==> config.mk <==
export PLATFORM = sky130hd
export DESIGN_NAME = sst_tx
export DESIGN_NICKNAME = d
export VERILOG_FILES = /design/src/rtl/sst_pkg.sv /design/src/rtl/sst_sclk_sync.sv /design/src/rtl/sst_shifter.sv /design/src/rtl/sst_buf_ctl.sv /design/src/rtl/sst_tx.sv
export SDC_FILE = /design/constraint.sdc
export NUM_CORES = 1
export LEC_CHECK = 0
export BUFFER_PORTS_ARGS = -buffer_cell sky130_fd_sc_hd__buf_2
export CAP_MARGIN = 10
export CORE_MARGIN = 5
export CORE_UTILIZATION = 51
export DETAILED_ROUTE_END_ITERATION = 8
export GPL_ROUTABILITY_DRIVEN = 0
export PLACE_DENSITY = 0.74
export SYNTH_ARGS = -nofsm -noshare
export SYNTH_HDL_FRONTEND = slang
export SYNTH_SLANG_ARGS = --single-unit
==> constraint.sdc <==
create_clock -name clk_i -period 1.5 [get_ports clk_i]
set_input_delay 0.075 -clock clk_i [delete_from_list [all_inputs] [get_ports clk_i]]
set_output_delay 0.075 -clock clk_i [all_outputs]
set_load 0.005 [all_outputs]
==> src/rtl/sst_pkg.sv <==
package sst_pkg;
  localparam int unsigned BYTE_W = 8;
  localparam int unsigned SYNC_STAGES = 2;
  typedef logic [BYTE_W-1:0] byte_t;
  localparam byte_t FILL_BYTE = '1;
endpackage

==> src/rtl/sst_sclk_sync.sv <==
module sst_sclk_sync #(
  parameter int unsigned STAGES = 2
) (
  input  logic clk_i,
  input  logic rst_ni,
  input  logic sclk_i,
  output logic fall_o,
  output logic rise_o
);
  // STAGES synchronizer flops plus one history flop for edge detection
  logic [STAGES:0] sync_q;

  always_ff @(posedge clk_i or negedge rst_ni) begin
    if (!rst_ni) sync_q <= '1;
    else         sync_q <= {sync_q[STAGES-1:0], sclk_i};
  end

  assign fall_o = sync_q[STAGES] & ~sync_q[STAGES-1];
  assign rise_o = ~sync_q[STAGES] & sync_q[STAGES-1];
endmodule

==> src/rtl/sst_shifter.sv <==
module sst_shifter
  import sst_pkg::*;
(
  input  logic  clk_i,
  input  logic  rst_ni,
  input  logic  fall_i,
  input  logic  rise_i,
  input  byte_t start_data_i,
  output logic  busy_o,
  output logic  start_o,
  output logic  done_o,
  output logic  txd_o
);
  localparam int unsigned CNT_W = $clog2(BYTE_W);
  localparam logic [CNT_W-1:0] LAST = CNT_W'(BYTE_W - 1);

  logic             busy_q;
  logic [CNT_W-1:0] cnt_q;
  byte_t            sh_q;
  logic             txd_q;

  assign start_o = fall_i & ~busy_q;
  assign done_o  = rise_i & busy_q & (cnt_q == LAST);

  always_ff @(posedge clk_i or negedge rst_ni) begin
    if (!rst_ni) begin
      busy_q <= 1'b0;
      cnt_q  <= '0;
      sh_q   <= '1;
      txd_q  <= 1'b1;
    end else if (start_o) begin
      busy_q <= 1'b1;
      cnt_q  <= '0;
      sh_q   <= start_data_i;
      txd_q  <= start_data_i[0];
    end else if (busy_q && fall_i) begin
      cnt_q  <= cnt_q + 1'b1;
      sh_q   <= sh_q >> 1;
      txd_q  <= sh_q[1];
    end else if (done_o) begin
      busy_q <= 1'b0;
      sh_q   <= '1;
      txd_q  <= 1'b1;
    end
  end

  assign busy_o = busy_q;
  assign txd_o  = txd_q;
endmodule

==> src/rtl/sst_buf_ctl.sv <==
module sst_buf_ctl
  import sst_pkg::*;
(
  input  logic  clk_i,
  input  logic  rst_ni,
  input  logic  wr_en_i,
  input  byte_t wr_data_i,
  input  logic  dbuf_en_i,
  input  logic  err_clr_i,
  input  logic  busy_i,
  input  logic  start_i,
  input  logic  done_i,
  output byte_t start_data_o,
  output logic  buf_empty_o,
  output logic  tx_irq_o,
  output logic  underrun_o
);
  byte_t stage_q, stage_d, hold_q, hold_d;
  logic  staged_q, staged_d, held_q, held_d;
  logic  empty_q, empty_d, irq_q, irq_d, urun_q, urun_d;

  always_comb begin
    stage_d  = stage_q;
    staged_d = staged_q;
    hold_d   = hold_q;
    held_d   = held_q;
    empty_d  = empty_q;
    irq_d    = 1'b0;
    urun_d   = urun_q;

    if (start_i) begin
      staged_d = 1'b0;
      if (!dbuf_en_i) empty_d = 1'b1;
    end

    if (done_i) begin
      if (!dbuf_en_i) begin
        irq_d = 1'b1;
      end else if (held_q) begin
        stage_d  = hold_q;
        staged_d = 1'b1;
        held_d   = 1'b0;
        empty_d  = 1'b1;
        irq_d    = 1'b1;
      end
    end

    // Writes are applied after the completion move, so a same-cycle write refills the hold
    if (wr_en_i) begin
      if (!dbuf_en_i) begin
        if (!busy_i && !start_i) begin
          stage_d  = wr_data_i;
          staged_d = 1'b1;
          empty_d  = 1'b0;
        end
      end else if (!busy_i && !staged_q && !start_i) begin
        stage_d  = wr_data_i;
        staged_d = 1'b1;
        empty_d  = 1'b1;
        irq_d    = 1'b1;
      end else begin
        hold_d  = wr_data_i;
        held_d  = 1'b1;
        empty_d = 1'b0;
      end
    end

    if (start_i && !staged_q) urun_d = 1'b1;
    else if (err_clr_i)       urun_d = 1'b0;
  end

  always_ff @(posedge clk_i or negedge rst_ni) begin
    if (!rst_ni) begin
      stage_q  <= '1;
      staged_q <= 1'b0;
      hold_q   <= '1;
      held_q   <= 1'b0;
      empty_q  <= 1'b1;
      irq_q    <= 1'b0;
      urun_q   <= 1'b0;
    end else begin
      stage_q  <= stage_d;
      staged_q <= staged_d;
      hold_q   <= hold_d;
      held_q   <= held_d;
      empty_q  <= empty_d;
      irq_q    <= irq_d;
      urun_q   <= urun_d;
    end
  end

  assign start_data_o = staged_q ? stage_q : FILL_BYTE;
  assign buf_empty_o  = empty_q;
  assign tx_irq_o     = irq_q;
  assign underrun_o   = urun_q;
endmodule

==> src/rtl/sst_tx.sv <==
module sst_tx
  import sst_pkg::*;
(
  input  logic              clk_i,
  input  logic              rst_ni,
  input  logic              wr_en_i,
  input  logic [BYTE_W-1:0] wr_data_i,
  input  logic              dbuf_en_i,
  input  logic              err_clr_i,
  input  logic              sclk_i,
  output logic              txd_o,
  output logic              buf_empty_o,
  output logic              tx_irq_o,
  output logic              underrun_o
);
  logic  sclk_fall, sclk_rise;
  logic  shift_busy, shift_start, shift_done;
  byte_t start_data;

  sst_sclk_sync #(.STAGES(SYNC_STAGES)) u_sync (
    .clk_i  (clk_i),
    .rst_ni (rst_ni),
    .sclk_i (sclk_i),
    .fall_o (sclk_fall),
    .rise_o (sclk_rise)
  );

  sst_shifter u_shift (
    .clk_i        (clk_i),
    .rst_ni       (rst_ni),
    .fall_i       (sclk_fall),
    .rise_i       (sclk_rise),
    .start_data_i (start_data),
    .busy_o       (shift_busy),
    .start_o      (shift_start),
    .done_o       (shift_done),
    .txd_o        (txd_o)
  );

  sst_buf_ctl u_ctl (
    .clk_i        (clk_i),
    .rst_ni       (rst_ni),
    .wr_en_i      (wr_en_i),
    .wr_data_i    (wr_data_i),
    .dbuf_en_i    (dbuf_en_i),
    .err_clr_i    (err_clr_i),
    .busy_i       (shift_busy),
    .start_i      (shift_start),
    .done_i       (shift_done),
    .start_data_o (start_data),
    .buf_empty_o  (buf_empty_o),
    .tx_irq_o     (tx_irq_o),
    .underrun_o   (underrun_o)
  );
endmodule

==> results.toml <==
[timing]
setup_ws_ns = -0.0804
slew_violations = 0
final-hold-violation-count = 0
rsz0062_at_grt = "true"
tightest_slew_ns = 0.759
period_share_pct = 105
max-slew-margin-rel_pct = 49.4
setup_violations = 9
fin_worst_skew_ns = 0.0126
max_freq_mhz = 633
period_needed_ns = 1.58

[clock_network]
cts_max_path_buffers = 2
cts_made_buffers = 5
cts_max_level = 2
cts-root-buf = "clkbuf_4"
clock_sinks = 36
cts_tree = "yes"
clk_latency_ns = 0.34
clkTransAtPathRegs_ns = 0.10

[layout]
drive_gt1_share_pct = 48.9
n_antenna_cell = 0
fillerInstances = 226
layout_commonest_cell = "dfstp_2"
stdcell_count = 211
fin_nets = 193
design_area_um2 = 2000
syn2layout_area_growth_pct = 28.6
layout_common_cells = "28 x dfstp_2, 17 x nand2_1, 17 x buf_2, 16 x nor2_1, 10 x dlygate4sd3_1"

[global_route]
grt_overflow = 0
grt_antenna_before_repair = 0
grt_pass1_vias = 1232
grt_pass1_wl_um = 5690
track_usage_pct = 17.8
grt_max_degree = 37

[yosys]
yosysSeqAreaShare_pct = 60.0
ys_warn_count = 0
async_flop_share_pct = 100
synth_edf_count = 0
synth_ff_type = "dfstp_2"
synthesis.nets = 154
synthCells = 138
ys_types = 30
synth-seq-cells = 36
syn_area_per_cell_um2 = 11.3
syn_area_um2 = 1560

[critical_path]
critPathMaxFanout = 5
path_class = "reg -> reg"
r2r_end = "u_ctl.stage_q[6]$_DFF_PN1_"
rr_worst_depth = 6
ff2ff_setup_slack_ns = -0.08
endpoint_kind = "flop"
cp.arrival_ns = 1.84
cp-start-kind = "flop"
r2r_start = "u_shift.cnt_q[1]$_DFFE_PN0P_"
cp.required_ns = 1.76

[route]
drcViolationCount = 0
num_vias = 1167
drt-initial-drc-count = 41
dr.pass1.iters = 4
ant_nets = 0
wl_per_cell_um = 15.5
vias_per_cell = 5.53
wl_um = 3270

[pwr]
powerDensity_nw_per_um2 = 1380
leakage_nw = 0.860
power_mw = 2.77
peakVddDrop_v = 0.000931

[die]
dieArea_um2 = 4260
core_um2 = 3000
die_w_um = 65.3
chipHeight_um = 65.3
rows = 20
io_pins = 18
start_util_pct = 51.9

[placement]
hpwl_um = 2150
dpl-instance-area_um2 = 1730
place_ws_ns = -0.150
portBuffers = 17
placedCellCount = 191

[min_path]
hp-class = "in -> reg"
holdPathEnd = "u_ctl.buf_empty_o$_DFF_PN1_"
min_from = "wr_en_i"
hold_depth = 3

[job]
max-cap-violations = 0

[status]
violations = "negative setup slack"
status = "complete, but fails checks"
-- registers in the layout (all words and copies together), names as in the netlist --
signal and count:
u_ctl.underrun_o 1, u_shift.busy_o 1, u_shift.cnt_q 3, u_shift.sh_q 8, u_ctl.hold_q 8, u_ctl.staged_q 1, u_ctl.stage_q 8, u_ctl.held_q 1
u_ctl.buf_empty_o 1, u_sync.sync_q 3, u_ctl.tx_irq_o 1
-- metal layers --
layer / GRT usage [%] / wire (um) / vias up
met1: 20.8 / 1380 / 570
met2: 29.8 / 1720 / 23
met5: 0 / 0 / -
li1: - / - / 568
met3: 5.30 / 108 / 6
met4: 8.29 / 49 / 0
-- through the flow --
stage               setup TNS [ns]  utilization, %  hold WS [ns]
global route                -0.947            66.8        0.0289
CTS                        -0.0439            65.0       0.00204
global placement            -0.489            57.5         0.170
finish                      -0.281            66.8        0.0384
floorplan                        0               -        -0.221
detailed placement           -1.05            57.5         0.181
-- layout make-up --
cell class	instances	area, um2	share of cell area [%]
timing repair buffer	37	264	13.2
multi-input combinational	95	684	34.1
tap	33	41.3	2.06
clock buffer	7	66.3	3.31
sequential	36	936	46.7
inverter	2	7.51	0.375
clock inverter	1	5.00	0.250
-- power by group --
part / leakage, nW / total (mW) / switching, mW / internal, mW
clock network: 0.0404 / 0.593 / 0.311 / 0.282
registers: 0.389 / 1.59 / 0.199 / 1.39
logic: 0.430 / 0.586 / 0.287 / 0.298
total: 0.860 / 2.77 / 0.797 / 1.97
-- cell families after synthesis --
group | share of synthesized area, %
adders and majority gates | 1.60
DFF | 60.0
buffers and inverters | 2.57
AOI/OAI and AO/OA | 15.1
and+or+nand+nor | 14.9
muxes | 5.78
-- critical path: stages (launching register included) --
cell       delay [ns]
dfrtp_1          0.37
ha_2             0.20
ha_4             0.14
and4b_2          0.30
and3_4           0.25
a21oi_1          0.07
a2bb2oi_1        0.17
-- Yosys cell counts (2+ instances only) --
cell type	number	area, um2
dfstp_2	28	736
nand2_1	18	67.6
nor2_1	16	60.1
a21oi_1	9	45.0
a2bb2oi_1	8	70.1
dfrtp_1	8	200
o22ai_1	7	43.8
buf_2	5	25.0
nand3_1	5	25.0
mux2_1	4	45.0
mux2_2	4	45.0
o21ai_0	3	15.0
and4b_1	2	20.0
ha_1	2	25.0
inv_1	2	7.51
nor2_2	2	12.5
nor2b_1	2	12.5
-- worst max path at each step --
stage	start	to	depth (start not counted)
after global routing	u_shift.cnt_q[0]$_DFFE_PN0P_	u_ctl.stage_q[6]$_DFF_PN1_	6
final	u_shift.cnt_q[1]$_DFFE_PN0P_	u_ctl.stage_q[6]$_DFF_PN1_	6
after floorplan	u_shift.cnt_q[0]$_DFFE_PN0P_	u_ctl.buf_empty_o$_DFF_PN1_	7
after CTS	u_shift.cnt_q[0]$_DFFE_PN0P_	u_ctl.stage_q[6]$_DFF_PN1_	6
after detailed placement	u_shift.cnt_q[0]$_DFFE_PN0P_	u_ctl.stage_q[6]$_DFF_PN1_	6
after global placement	u_shift.cnt_q[0]$_DFFE_PN0P_	u_ctl.stage_q[2]$_DFF_PN1_	6
-- timing repair --
item	4_1_cts	5_1_grt
endpoints found under the hold margin	25	0
hold buffers	10	0
gates resized for setup	11	10
endpoints found under the setup margin	10	28
cloned	1	0
buffers inserted	0	1
pin swaps	4	7
No activity file was read; power rests on OpenSTA's default activity.
